File: src/rtl/col_cmd_pkg.sv
package col_cmd_pkg;
  localparam int NPH = 8;

  // Step positions; lower index issues first.
  localparam int PH_RET1  = 0;
  localparam int PH_READ  = 1;
  localparam int PH_LOAD  = 2;
  localparam int PH_RET2  = 3;
  localparam int PH_PREC  = 4;
  localparam int PH_XPREC = 5;
  localparam int PH_CAL   = 6;
  localparam int PH_STBY  = 7;

  typedef logic [NPH-1:0] phase_vec_t;
endpackage

File: src/rtl/col_cmd_decode.sv
module col_cmd_decode
  import col_cmd_pkg::*;
#(
  parameter int DEV_W = 5,
  parameter int OP_W  = 4,
  parameter int XOP_W = 5
) (
  input  logic [DEV_W-1:0] dev_id,
  input  logic             buf_valid,
  input  logic             cw_sel,
  input  logic [DEV_W-1:0] cw_dev,
  input  logic [OP_W-1:0]  cw_op,
  input  logic             xw_mask,
  input  logic [DEV_W-1:0] xw_dev,
  input  logic [XOP_W-1:0] xw_op,
  output phase_vec_t       plan,
  output logic             x_sample
);
  logic       c_hit, x_hit;
  logic [2:0] low;
  logic       is_wr, is_rd, c_pre, c_stby;
  logic       x_pre, x_cal, x_stby;

  always_comb begin
    c_hit  = cw_sel && (cw_dev == dev_id);
    x_hit  = !xw_mask && (xw_dev == dev_id) && !xw_op[0];
    low    = cw_op[2:0];
    is_wr  = c_hit && (low == 3'b001 || low == 3'b101);
    is_rd  = c_hit && (low == 3'b011 || low == 3'b111);
    c_pre  = c_hit && (low == 3'b100 || low == 3'b101 || low == 3'b111);
    c_stby = c_hit && cw_op[OP_W-1];
    x_pre  = x_hit && xw_op[4];
    x_cal  = x_hit && xw_op[3];
    x_stby = x_hit && xw_op[1];
    x_sample = x_cal && xw_op[2];

    plan           = '0;
    plan[PH_RET1]  = buf_valid && (is_wr || c_pre || x_pre);
    plan[PH_READ]  = is_rd;
    plan[PH_LOAD]  = is_wr;
    plan[PH_RET2]  = is_wr && (c_pre || x_pre);
    plan[PH_PREC]  = c_pre;
    plan[PH_XPREC] = x_pre;
    plan[PH_CAL]   = x_cal;
    plan[PH_STBY]  = c_stby || x_stby;
  end
endmodule

File: src/rtl/col_cmd_seq.sv
module col_cmd_seq
  import col_cmd_pkg::*;
(
  input  logic       clk,
  input  logic       rst_n,
  input  logic       accept,
  input  phase_vec_t plan_in,
  input  logic       wake,
  output phase_vec_t cur,
  output logic       busy,
  output logic       attn
);
  phase_vec_t pend_q, pend_d;
  logic       attn_q, attn_d;

  // Lowest pending step is the one issued this cycle.
  always_comb begin
    cur = '0;
    for (int i = NPH - 1; i >= 0; i--) begin
      if (pend_q[i]) cur = phase_vec_t'(1) << i;
    end
  end

  always_comb begin
    pend_d = pend_q & ~cur;
    if (accept) pend_d = plan_in;
    attn_d = attn_q;
    if (cur[PH_STBY])        attn_d = 1'b0;
    else if (wake && !attn_q) attn_d = 1'b1;
  end

  always_ff @(posedge clk or negedge rst_n) begin
    if (!rst_n) begin
      pend_q <= '0;
      attn_q <= 1'b1;
    end else begin
      pend_q <= pend_d;
      attn_q <= attn_d;
    end
  end

  assign busy = |pend_q;
  assign attn = attn_q;
endmodule

File: src/rtl/col_cmd_wbuf.sv
module col_cmd_wbuf #(
  parameter int BANK_W = 5,
  parameter int COL_W  = 6,
  parameter int DATA_W = 32,
  parameter int MASK_W = 16
) (
  input  logic              clk,
  input  logic              rst_n,
  input  logic              load_en,
  input  logic              retire_en,
  input  logic [BANK_W-1:0] in_bank,
  input  logic [COL_W-1:0]  in_col,
  input  logic [DATA_W-1:0] in_data,
  input  logic [MASK_W-1:0] in_mask,
  output logic              valid,
  output logic [BANK_W-1:0] bank,
  output logic [COL_W-1:0]  col,
  output logic [DATA_W-1:0] data,
  output logic [MASK_W-1:0] mask
);
  logic valid_d;

  always_comb begin
    valid_d = valid;
    if (retire_en) valid_d = 1'b0;
    if (load_en)   valid_d = 1'b1;
  end

  always_ff @(posedge clk or negedge rst_n) begin
    if (!rst_n) valid <= 1'b0;
    else        valid <= valid_d;
  end

  // Payload needs no reset: it is only observed while valid.
  always_ff @(posedge clk) begin
    if (load_en) begin
      bank <= in_bank;
      col  <= in_col;
      data <= in_data;
      mask <= in_mask;
    end
  end
endmodule

File: src/rtl/col_cmd_top.sv
module col_cmd_top
  import col_cmd_pkg::*;
#(
  parameter int DEV_W  = 5,
  parameter int OP_W   = 4,
  parameter int XOP_W  = 5,
  parameter int BANK_W = 5,
  parameter int COL_W  = 6,
  parameter int DATA_W = 32,
  parameter int BYTE_W = 8
) (
  input  logic                clk,
  input  logic                rst_n,
  input  logic [DEV_W-1:0]    dev_id,
  input  logic                wake,
  input  logic                slot_vld,
  input  logic                cw_sel,
  input  logic [DEV_W-1:0]    cw_dev,
  input  logic [OP_W-1:0]     cw_op,
  input  logic [BANK_W-1:0]   cw_bank,
  input  logic [COL_W-1:0]    cw_col,
  input  logic [DATA_W-1:0]   wr_data,
  input  logic                xw_mask,
  input  logic [DEV_W-1:0]    xw_dev,
  input  logic [XOP_W-1:0]    xw_op,
  input  logic [BANK_W-1:0]   xw_bank,
  input  logic [BYTE_W-1:0]   xw_mask_a,
  input  logic [BYTE_W-1:0]   xw_mask_b,
  output logic                busy,
  output logic                attn,
  output logic                ret_stb,
  output logic [BANK_W-1:0]   ret_bank,
  output logic [COL_W-1:0]    ret_col,
  output logic [DATA_W-1:0]   ret_data,
  output logic [2*BYTE_W-1:0] ret_mask,
  output logic                ld_stb,
  output logic                rd_stb,
  output logic [BANK_W-1:0]   rd_bank,
  output logic [COL_W-1:0]    rd_col,
  output logic                pre_stb,
  output logic [BANK_W-1:0]   pre_bank,
  output logic                cal_stb,
  output logic                sam_stb,
  output logic                stby_stb
);
  localparam int MASK_W = 2 * BYTE_W;

  phase_vec_t        plan, cur;
  logic              x_sample, accept, buf_valid;
  logic [BANK_W-1:0] bank_q, xbank_q;
  logic [COL_W-1:0]  col_q;
  logic [DATA_W-1:0] data_q;
  logic [MASK_W-1:0] mask_q, mask_in;
  logic              sam_q;

  assign accept  = slot_vld && attn && !busy;
  assign mask_in = xw_mask ? {xw_mask_b, xw_mask_a} : {MASK_W{1'b1}};

  col_cmd_decode #(.DEV_W(DEV_W), .OP_W(OP_W), .XOP_W(XOP_W)) u_dec (
    .dev_id(dev_id), .buf_valid(buf_valid),
    .cw_sel(cw_sel), .cw_dev(cw_dev), .cw_op(cw_op),
    .xw_mask(xw_mask), .xw_dev(xw_dev), .xw_op(xw_op),
    .plan(plan), .x_sample(x_sample)
  );

  col_cmd_seq u_seq (
    .clk(clk), .rst_n(rst_n), .accept(accept), .plan_in(plan),
    .wake(wake), .cur(cur), .busy(busy), .attn(attn)
  );

  // Slot operands held for the duration of the step train.
  always_ff @(posedge clk) begin
    if (accept) begin
      bank_q  <= cw_bank;
      col_q   <= cw_col;
      data_q  <= wr_data;
      mask_q  <= mask_in;
      xbank_q <= xw_bank;
      sam_q   <= x_sample;
    end
  end

  col_cmd_wbuf #(.BANK_W(BANK_W), .COL_W(COL_W), .DATA_W(DATA_W), .MASK_W(MASK_W)) u_buf (
    .clk(clk), .rst_n(rst_n),
    .load_en(cur[PH_LOAD]), .retire_en(ret_stb),
    .in_bank(bank_q), .in_col(col_q), .in_data(data_q), .in_mask(mask_q),
    .valid(buf_valid), .bank(ret_bank), .col(ret_col),
    .data(ret_data), .mask(ret_mask)
  );

  always_comb begin
    ret_stb  = cur[PH_RET1] || cur[PH_RET2];
    ld_stb   = cur[PH_LOAD];
    rd_stb   = cur[PH_READ];
    rd_bank  = bank_q;
    rd_col   = col_q;
    pre_stb  = cur[PH_PREC] || cur[PH_XPREC];
    pre_bank = cur[PH_XPREC] ? xbank_q : bank_q;
    cal_stb  = cur[PH_CAL];
    sam_stb  = cur[PH_CAL] && sam_q;
    stby_stb = cur[PH_STBY];
  end
endmodule

File: config.mk
export PLATFORM = sky130hd
export DESIGN_NAME = col_cmd_top
export DESIGN_NICKNAME = d
export VERILOG_FILES = /design/src/rtl/col_cmd_pkg.sv /design/src/rtl/col_cmd_decode.sv /design/src/rtl/col_cmd_seq.sv /design/src/rtl/col_cmd_wbuf.sv /design/src/rtl/col_cmd_top.sv
export SDC_FILE = /design/constraint.sdc
export NUM_CORES = 1
export LEC_CHECK = 0
export BUFFER_PORTS_ARGS = -buffer_cell sky130_fd_sc_hd__clkbuf_2
export CORE_MARGIN = 3
export CORE_UTILIZATION = 42
export CTS_CLUSTER_DIAMETER = 50
export DETAILED_ROUTE_END_ITERATION = 8
export PLACE_DENSITY_LB_ADDON = 0.25
export SYNTH_ARGS = -nofsm -noshare
export SYNTH_HDL_FRONTEND = slang
export SYNTH_HIERARCHICAL = 1
export SYNTH_SLANG_ARGS = --single-unit
File: constraint.sdc
create_clock -name clk -period 11.18 [get_ports clk]
set_input_delay 2.236 -clock clk [delete_from_list [all_inputs] [get_ports clk]]
set_output_delay 2.236 -clock clk [all_outputs]
set_load 0.02 [all_outputs]
# --- Word-level counts from Yosys, hierarchy flattened ---
# Index checks and enable logic that the tools add are counted.
totals:
  reg_bits: 134
  elab_cells: 70
  output_inout_bits: 84
  input_bits: 94
op_classes:
  eq_ne: 7
  mux: 14
  reduce_logical: 34
  bitwise: 2
ops:
  columns: ["op", "n"]
  rows:
  - ["8-bit two-way mux", 9]
  - ["1-bit logical AND", 17]
  - ["5-bit equality test", 2]
  - ["1-bit logical OR", 10]
  - ["3-bit equality test (second input constant)", 3]
  - ["8-bit AND", 1]
  - ["8-bit inverter", 1]
  - ["8-bit OR reduction", 1]
  - ["5-bit two-way mux", 1]
  - ["1-bit zero test", 4]
  - ["1-bit two-way mux", 4]
  - ["2-bit nonzero test", 2]
  - ["3-bit by 1-bit equality test with 1-bit output (second input constant)", 1]
  - ["3-bit by 2-bit equality test with 1-bit output (second input constant)", 1]

# --- Logic depth before layout (Yosys ltp) ---
# Gate-level depths: netlist of run 1.
depth:
  ltp_word: 11
  ltp_mapped: 7
  mapped_depth_nobuf: 6

# --- By module ---
# Netlist of run 1, hierarchy kept.
by_module_without_submodules:
  columns: ["module", "instances", "cells_per_inst", "area_each_um2", "seq_area_each_um2"]
  rows:
  - ["col_cmd_top", 1, 91, 2142.1, 1951.9]
  - ["col_cmd_wbuf", 1, 62, 1808.0, 1796.7]
  - ["col_cmd_seq", 1, 48, 483.0, 226.5]
  - ["col_cmd_decode", 1, 35, 259.0, 0.0]

# --- Worst setup path before layout of run 1 ---
# Ideal clock, no wire load.
synth_path:
  path_type: "register -> output"
  startpoint: "register u_seq.pend_q[1]"
  endpoint: "output port ld_stb"
  path_buffers: 0
  setup_slack_ns: 3.637
  required_time_ns: 8.944
  arrival_ns: 5.307
  path_stages_with_launch: 2
  path_cell_list: "dfrtp_1 -> nor3b_1"
synth_via:
  elab_chain_len: 2
synth_rtl:
  columns: ["item", "line", "source"]
  rows:
  - ["from (decl)", "col_cmd_seq.sv:13", "phase_vec_t pend_q, pend_d;"]
  - ["from (signal assigned)", "col_cmd_seq.sv:37", "pend_q <= pend_d;"]
  - ["8-bit two-way mux (2 in a row)", "col_cmd_seq.sv:20", "if (pend_q[i]) cur = phase_vec_t'(1) << i;"]
  - ["to (decl)", "col_cmd_top.sv:36", "output logic ld_stb,"]
# Every way passes these cells.

# --- Worst setup path in the final report of run 1 ---
layout_path:
  startpoint: "register u_seq.pend_q[3]"
  endpoint: "output port pre_bank[2]"
layout_via:
  elab_chain_len: 5
layout_rtl:
  columns: ["item", "line", "source"]
  rows:
  - ["8-bit two-way mux (4 in a row)", "col_cmd_seq.sv:20", null]
  - ["net cur[5]", "col_cmd_top.sv:48", "phase_vec_t plan, cur;"]
  - ["5-bit two-way mux", "col_cmd_top.sv:98", "pre_bank = cur[PH_XPREC] ? xbank_q : bank_q;"]
  - ["to (decl)", "col_cmd_top.sv:41", "output logic [BANK_W-1:0] pre_bank,"]
# The timed path passes the listed nets, and every way through them passes these cells.

==> impl_metrics.py, run 1 <==
metrics = {
    "yosys": {
        "synthCells": 236,
        "synthFlopType": "edfxtp_1",
        "yosys_register_bits": 134,
        "synth-edff-count": 124,
        "synth.distinct_cells": 37,
        "yosys_warnings": 6,
        "synth_fp_nets": 330,
        "netlist_area_mm2": 0.00469,
        "seq_area_frac_synth_pct": 84.7,
        "syn_avg_cell_area_um2": 19.9,
        "async_reset_ff_share_pct": 7.46,
    },
    "timing": {
        "rsz0062_at_grt": "no",
        "setup_ws_ns": 6.74,
        "layout_min_cycle_time_ns": 4.44,
        "max_slew_margin_pct": 21.9,
        "setup_tns_ns": 0,
        "finalHoldViolCount": 0,
        "worstMarginPinSlew_ns": 1.17,
        "max_freq_ghz": 0.225,
        "fin_hold_ws_ns": 0.413,
        "fin_crit_sh_pct": 39.8,
        "setup_viol": 0,
        "finalClockSkew_ns": 0.00727,
        "report.final.slew_viol_count": 0,
    },
    "drt": {
        "drtIter0Drc": 116,
        "vias": 2643,
        "firstDrtPassIters": 6,
        "drc": 0,
        "viasPerCell": 4.61,
        "drt-total-wl_mm": 9.26,
        "ant_nets": 0,
        "wl_per_cell_um": 16.2,
    },
    "critical_path": {
        "crit_path_start_kind": "flip-flop",
        "cp_max_fo": 6,
        "required_ns": 8.94,
        "cpPeakStageDelay_ns": 0.44,
        "worstPathArrival_ns": 2.21,
        "cp_top_family": "simple AND/OR/NAND/NOR gates",
        "critical-path-slowest-cell": "dfrtp_1",
        "end_kind": "primary output",
        "critPathKind": "reg -> out",
        "crit_chain": "nor4_4, and3b_2, mux2_2, clkbuf_2",
        "critPathBufInv": 1,
    },
    "grt": {
        "grt_max_degree": 81,
        "grt_pass1_wl_mm": 14.6,
        "grt_usage_pct": 15.3,
        "antenna_found_initial": 0,
        "grt_pass1_vias": 2745,
        "grt_overflow": 0,
    },
    "power": {
        "power.leakage_nw": 2.56,
        "ir_drop_mv": 0.0906,
        "powerDensity_mw_per_mm2": 184,
    },
    "clock_tree": {
        "clock_sinks": 134,
        "numCtsBuffers": 17,
        "clockBufferDepth": 2,
        "cts_htree_levels": 4,
        "hold_buffers": 0,
        "root_buffer": "clkbuf_8",
        "cts.clk_slew.worst_paths_ns": 0.06,
        "cts_setup_buffers": 0,
        "clk_latency_ns": 0.50,
        "cts_tree": "yes",
        "ctsResizeCount": 0,
    },
    "place": {
        "numPortBuffers": 177,
        "dp_hpwl_mm": 6.59,
        "place.gp.congestion": 0.777,
        "place_inst": 541,
        "place_ws_ns": 7.24,
    },
    "floorplanning": {
        "dieArea_mm2": 0.0125,
        "core_mm2": 0.0106,
        "row_count": 37,
        "die_w_um": 112,
        "dieHeight_um": 112,
        "start_util_pct": 44.3,
        "io_pins": 178,
    },
    "worst_hold_path": {
        "worstHoldPathType": "reg -> reg",
    },
    "finish": {
        "fin_cells": 573,
        "n_antenna_cell": 0,
        "drive_gt1_share_pct": 51.5,
        "layout_commonest_cell": "clkbuf_2",
        "area_growth_pct": 33.9,
        "most-common-layout-cells": "177 x clkbuf_2, 124 x edfxtp_1, 16 x nand2b_1, 16 x clkbuf_16",
        "nets": 518,
        "fin_util_pct": 59.3,
    },
    "job": {
        "cap_violations": 0,
    },
    "status": {
        "outcome": "finished clean",
    },
}
-- state kept, by name, summed over array words and instances, names as in the netlist --
name	count
data_q	32
u_buf/data	32
mask_q	16
u_buf/mask	16
u_seq/pend_q	8
rd_col	6
u_buf/col	6
rd_bank	5
u_buf/bank	5
xbank_q	5
sam_q	1
u_buf/valid	1
u_seq/attn	1
-- cell usage after synthesis, types with 2 or more instances --
cell type	instances	area, um2
dfrtp_1	9	225
nor2_1	5	18.8
nand2_1	7	26.3
or2b_1	2	15.0
and3_1	5	31.3
nor3_2	2	20.0
inv_1	2	7.51
nand2b_1	16	100
or2_2	2	12.5
o21ai_0	6	30.0
nor4_2	2	25.0
buf_2	3	15.0
a21oi_1	3	15.0
mux2i_1	3	30.0
nor3b_1	2	15.0
buf_4	6	45.0
nand4_1	2	12.5
xnor2_1	9	78.8
mux2_2	5	56.3
edfxtp_1	124	3720
nor3_1	2	10.0
and2_1	4	25.0
-- logic make-up (layout without fill, tap and decap cells) --
group           after synthesis  after routing  share of synthesized area (%)
mux                           8              8                           1.84
compound gates               14             14                           1.84
buf+inv                      11            212                           1.44
fa+ha+maj                     1              1                          0.213
flops                       134            134                           84.7
xor+xnor                     10             10                           1.87
simple gates                 58             58                           8.08
-- final cells by class --
cell class | instances | area [um2]
clock buffer | 18 | 418
timing repair buffer | 178 | 893
multi-input combinational | 91 | 658
inverter | 2 | 7.51
sequential | 134 | 3980
tap | 136 | 170
fill | 837 | 4320
clock inverter | 14 | 163
-- per-stage QoR --
stage          cell area, um2  total power (W)
2_1_floorplan            4690         0.000605
5_1_grt                  6280          0.00120
6_report                 6280          0.00116
3_3_place_gp             5700         0.000630
4_1_cts                  6280          0.00118
3_5_place_dp             5700         0.000633
-- where the power goes --
group	switching (W)	internal (W)
clock network	0.000213	0.000324
registers	0.00000567	0.000568
logic	0.0000257	0.0000215
-- path summary, 6_finish.rpt --
path	start	slack [ns]	cells past startpoint	to
min reg2reg	data_q[6]	0.41	0	u_buf/data[6]
max in group asynchronous	rst_n	9.32	1	u_seq/attn
max	u_seq/pend_q[3]	6.74	4	pre_bank[2]
max reg2reg	u_seq/pend_q[4]	8.56	5	u_seq/pend_q[5]
min	data_q[6]	0.41	0	u_buf/data[6]
min in group asynchronous	rst_n	1.60	1	u_buf/valid
-- layer usage --
metal	GRT usage [%]	share of wire, %	up-vias
li1	-	-	1269
met1	19.8	43	1229
met2	23.5	47	136
met3	5.65	8.8	9
met4	6.33	1.5	0
met5	0	0	-
(Power assumes the default switching activity.)
==> run 2: changes to the inputs <==
ABC_AREA = 1   (was default)
clock period = 4.43 ns   (was 11.18 ns; I/O delays follow)
==> impl_metrics.py, run 2 <==
metrics = {
    "floorplanning": {
        "die_w_um": 113,
        "dieArea_mm2": 0.0128,
        "dieHeight_um": 113,
        "core_mm2": 0.0110,
        "io_pins": 178,
        "row_count": 38,
        "start_util_pct": 43.7,
    },
    "drt": {
        "viasPerCell": 4.47,
        "drt-total-wl_mm": 9.29,
        "vias": 2972,
        "firstDrtPassIters": 4,
        "drtIter0Drc": 196,
        "wl_per_cell_um": 14.0,
        "ant_nets": 0,
        "drc": 0,
    },
    "critical_path": {
        "rr_endpoint": "u_seq/pend_q[3]",
        "cp_max_fo": 7,
        "r2r_start": "u_seq/pend_q[0]",
        "required_ns": 3.54,
        "critical-path-slowest-cell": "dfrtp_1",
        "crit_chain": "nor2_2, nand2_2, nor2_1, inv_2, nand2_1, nand2_1, clkbuf_2",
        "worstPathArrival_ns": 1.85,
        "crit_path_start_kind": "flip-flop",
        "cp_top_family": "simple AND/OR/NAND/NOR gates",
        "critPathBufInv": 2,
        "end_kind": "primary output",
        "cpPeakStageDelay_ns": 0.41,
        "critPathKind": "reg -> out",
        "r2r_cells": 9,
        "ff2ff_setup_slack_ns": 1.91,
        "worst_path_most_repeated_cell": "nand2_1",
    },
    "yosys": {
        "ys_top_cells_by_count": "124 x edfxtp_1, 73 x nand2_1, 47 x inv_1, 23 x nor2_1, 9 x dfrtp_1",
        "syn_avg_cell_area_um2": 14.9,
        "seq_area_frac_synth_pct": 82.4,
        "synth_most_common_cell": "edfxtp_1",
        "synth.area.top_cells": "edfxtp_1 77%, nand2_1 5.7%, dfrtp_1 4.7%, inv_1 3.7%, nor2_1 1.8%",
        "yosys_register_bits": 134,
        "synth_top_area_share_pct": 77.2,
        "synth_fp_nets": 417,
        "synthCells": 323,
        "synthFlopType": "edfxtp_1",
        "async_reset_ff_share_pct": 7.46,
        "synth-edff-count": 124,
        "yosys_warnings": 6,
        "netlist_area_mm2": 0.00482,
        "synth.distinct_cells": 26,
        "yosysTopAreaCell": "edfxtp_1",
    },
    "power": {
        "ir_drop_mv": 0.356,
        "powerDensity_mw_per_mm2": 449,
        "power.leakage_nw": 2.85,
    },
    "finish": {
        "area_growth_pct": 32.2,
        "top_regs": "data_q: 32 flops, u_buf/data: 32 flops",
        "most-common-layout-cells": "177 x clkbuf_2, 124 x edfxtp_1, 73 x nand2_1",
        "layout_commonest_cell": "clkbuf_2",
        "nets": 606,
        "final_area_mm2": 0.00638,
        "drive_gt1_share_pct": 43.4,
        "n_antenna_cell": 0,
        "fin_cells": 665,
    },
    "job": {
        "cap_violations": 0,
    },
    "worst_hold_path": {
        "worstHoldPathType": "in -> async",
    },
    "grt": {
        "grt_pass1_wl_mm": 14.2,
        "grt_pass1_vias": 2955,
        "grt_overflow": 0,
        "antenna_found_initial": 0,
        "grt_max_degree": 64,
        "grt_usage_pct": 14.8,
    },
    "clock_tree": {
        "cts_setup_buffers": 0,
        "numCtsBuffers": 17,
        "ctsResizeCount": 0,
        "cts_htree_levels": 4,
        "hold_buffers": 0,
        "clock_sinks": 134,
        "root_buffer": "clkbuf_16",
        "clockBufferDepth": 2,
        "clk_latency_ns": 0.40,
        "cts.clk_slew.worst_paths_ns": 0.06,
        "cts_tree": "yes",
    },
    "place": {
        "place.gp.congestion": 0.814,
        "place_inst": 633,
        "dp_hpwl_mm": 6.73,
        "numPortBuffers": 177,
        "place_area_mm2": 0.00584,
    },
    "timing": {
        "rsz0062_at_grt": "no",
        "report.final.slew_viol_count": 0,
        "finalClockSkew_ns": 0.00964,
        "max_freq_ghz": 0.365,
        "fin_crit_sh_pct": 61.8,
        "max_slew_margin_pct": 48.3,
        "setup_viol": 0,
        "setup_tns_ns": 0,
        "layout_min_cycle_time_ns": 2.74,
        "worstMarginPinSlew_ns": 0.775,
        "finalHoldViolCount": 0,
    },
    "status": {
        "outcome": "finished clean",
    },
}
-- run 2: changes by cell type in the layout (fill, tap and decap cells not counted), moves of 5 or more --
cell      delta
nor2_1      +16
nor2_2       +5
inv_6        -5
nand2_1     +66
xnor2_1      -8
mux2_2       -5
and3_1       -5
nand2b_1    -16
clkinv_2     +6
inv_1       +45
-- run 2: metrics by stage --
stage	power [W]	util (%)	setup slack, ns	hold WS, ns
2_1_floorplan	0.00157	-	0.256	0.400
5_1_grt	0.00298	57.8	1.54	0.343
6_report	0.00287	57.8	1.69	0.348
3_3_place_gp	0.00164	52.9	1.88	0.401
4_1_cts	0.00290	57.8	1.67	0.338
3_5_place_dp	0.00164	52.9	1.83	0.405
-- run 2: how the worst max path moves through the flow --
stage,from,end,slack [ns],cells after the start
global route,u_seq/pend_q[0],pre_bank[0],1.54,7
floorplan,u_seq/pend_q[0],ld_stb,0.26,3
finish,u_seq/pend_q[0],pre_bank[1],1.69,7
CTS,u_seq/pend_q[0],pre_bank[1],1.67,7
global placement,slot_vld,u_seq/pend_q[3],1.88,7
detailed placement,slot_vld,u_seq/pend_q[3],1.83,7
-- run 2: cells by family after synthesis --
| kind of cell | count (synthesis) | synth area share, % |
|---|---|---|
| flip-flops | 134 | 82.4 |
| AND/OR/NAND/NOR | 117 | 10.4 |
| buffers and inverters | 59 | 5.53 |
| AO/OA/AOI/OAI | 11 | 1.30 |
| XOR/XNOR | 2 | 0.363 |
-- run 2: where the power goes --
group | switching [W] | total [W] | internal, W
Combinational | 0.0000918 | 0.000146 | 0.0000544
Clock | 0.000486 | 0.00125 | 0.000766
Sequential | 0.0000165 | 0.00147 | 0.00145
-- run 2: area by class of cell --
| cell class | instances | area [um2] |
|---|---|---|
| multi-input combinational | 130 | 597 |
| fill | 922 | 4650 |
| clock buffer | 19 | 433 |
| inverter | 50 | 188 |
| timing repair buffer | 179 | 901 |
| sequential | 134 | 3980 |
| tap | 140 | 175 |
| clock inverter | 13 | 109 |
-- run 2: metal layers --
metal  up-vias  track usage (%)  share of wire [%]
li1       1453                -                  -
met1      1382             17.2                 40
met2       126             24.2                 49
met3        11             6.26                8.8
met4         0             6.49                1.4
met5         -                0                  0
==> run 3: changes to the inputs <==
ABC_AREA = 0   (was 1)
clock period = 2.63 ns   (was 4.43 ns; I/O delays follow)
==> impl_metrics.py, run 3 (same netlist as run 1, synthesis figures left out) <==
metrics = {
    "status": {
        "outcome": "finished clean",
    },
    "clock_tree": {
        "clockBufferDepth": 2,
        "cts_tree": "yes",
        "cts_htree_levels": 4,
        "cts.clk_slew.worst_paths_ns": 0.06,
        "numCtsBuffers": 17,
        "clk_latency_ns": 0.50,
        "root_buffer": "clkbuf_8",
        "clock_sinks": 134,
    },
    "finish": {
        "nets": 527,
        "fillers": 807,
        "top_regs": "data_q: 32 flops, u_buf/data: 32 flops",
        "n_antenna_cell": 0,
        "fin_util_pct": 60.9,
        "drive_gt1_share_pct": 53.1,
        "layout_commonest_cell": "clkbuf_2",
        "most-common-layout-cells": "172 x clkbuf_2, 124 x edfxtp_1, 16 x nand2b_1, 16 x clkbuf_16, 9 x xnor2_1",
        "area_growth_pct": 37.6,
    },
    "grt": {
        "antenna_found_initial": 0,
        "grt_pass1_wl_mm": 14.5,
        "grt_overflow": 0,
        "grt_pass1_vias": 2731,
        "grt_max_degree": 48,
        "grt_usage_pct": 15.3,
    },
    "drt": {
        "viasPerCell": 4.68,
        "vias": 2722,
        "firstDrtPassIters": 4,
        "drt-total-wl_mm": 9.23,
        "drc": 0,
        "drtIter0Drc": 164,
        "ant_nets": 0,
        "wl_per_cell_um": 15.9,
    },
    "critical_path": {
        "required_ns": 2.10,
        "crit_path_start_kind": "flip-flop",
        "critPathBufInv": 1,
        "critPathKind": "reg -> out",
        "ff2ff_setup_slack_ns": 0.61,
        "cpPeakStageDelay_ns": 0.42,
        "cp_max_fo": 6,
        "critical-path-slowest-cell": "dfrtp_2",
        "worstPathArrival_ns": 2.09,
        "cp_top_family": "simple AND/OR/NAND/NOR gates",
        "rr_endpoint": "u_seq/pend_q[5]",
        "crit_chain": "nor4_4, and3b_2, mux2_4, buf_8",
        "end_kind": "primary output",
        "r2r_cells": 7,
        "r2r_start": "u_seq/pend_q[2]",
    },
    "timing": {
        "setup_tns_ns": 0,
        "max_slew_margin_pct": 70.6,
        "fin_crit_sh_pct": 99.5,
        "layout_min_cycle_time_ns": 2.62,
        "rsz0062_at_grt": "yes",
        "setup_viol": 0,
        "finalClockSkew_ns": 0.00661,
        "report.final.slew_viol_count": 0,
        "finalHoldViolCount": 0,
        "max_freq_ghz": 0.382,
        "worstMarginPinSlew_ns": 0.440,
    },
    "power": {
        "power.leakage_nw": 2.63,
        "powerDensity_mw_per_mm2": 757,
        "ir_drop_mv": 0.474,
    },
    "place": {
        "place.gp.congestion": 0.785,
        "dp_hpwl_mm": 6.63,
        "numPortBuffers": 177,
    },
    "floorplanning": {
        "dieArea_mm2": 0.0125,
        "core_mm2": 0.0106,
        "row_count": 37,
        "io_pins": 178,
        "die_w_um": 112,
        "dieHeight_um": 112,
        "start_util_pct": 44.3,
    },
    "worst_hold_path": {
        "worstHoldPathType": "in -> reg",
        "whs_path_depth": 1,
        "min_to": "data_q[28]",
        "hold_start": "wr_data[28]",
    },
    "job": {
        "cap_violations": 0,
    },
}
[run 3: per-layer routing]
layer	share of wire, %	GRT usage [%]	wire, um
met5	0	0	0
met4	1.6	6.81	143
met3	11	6.79	999
met2	48	24.0	4380
met1	40	18.4	3700
[run 3: final cells by class]
type                            count  area (um2)  share of cell area [%]
Inverter                            2        7.51                   0.116
Clock inverter                     15         153                    2.36
Timing Repair Buffer              187        1050                    16.3
Clock buffer                       17         414                    6.41
Tap cell                          136         170                    2.64
Sequential cell                   134        3980                    61.6
Multi-Input combinational cell     91         683                    10.6
[run 3: worst max path at each step]
| stage | from | endpoint | slack [ns] | cells after the start |
|---|---|---|---|---|
| after floorplan | u_seq/pend_q[0] | ld_stb | -0.09 | 1 |
| after CTS | u_seq/pend_q[0] | pre_bank[2] | -0.04 | 4 |
| after detailed placement | u_seq/pend_q[3] | pre_bank[3] | 0.38 | 4 |
| after global routing | u_seq/pend_q[1] | pre_bank[2] | -0.05 | 4 |
| final | u_seq/pend_q[1] | pre_bank[2] | 0.01 | 4 |
| after global placement | u_seq/pend_q[1] | pre_bank[2] | 0.42 | 4 |
[run 3: report_power, final]
| group | switching, W | internal [W] | total [W] | leakage (nW) |
|---|---|---|---|---|
| clock network | 0.000874 | 0.00135 | 0.00222 | 0.269 |
| registers | 0.0000243 | 0.00242 | 0.00244 | 1.28 |
| logic | 0.000112 | 0.000113 | 0.000225 | 1.08 |
| total | 0.00101 | 0.00388 | 0.00489 | 2.63 |
[run 3: stage by stage]
step	setup WS [ns]	std cells	power, W	area, um2	hold slack (ns)
floorplan	-0.0933	236	0.00257	4710	0.230
global placement	0.421	544	0.00269	5770	0.400
detailed placement	0.376	544	0.00270	5770	0.405
CTS	-0.0401	581	0.00495	6440	0.161
global route	-0.0538	582	0.00508	6460	0.156
finish	0.0130	582	0.00489	6460	0.195
[run 3: timing repair]
item                       CTS  global route
pin swaps                    2             2
resized for setup           17             5
hold endpoints to repair     9             0
buffers inserted             4             1
setup endpoints to repair    5             5
hold buffers                 1             0
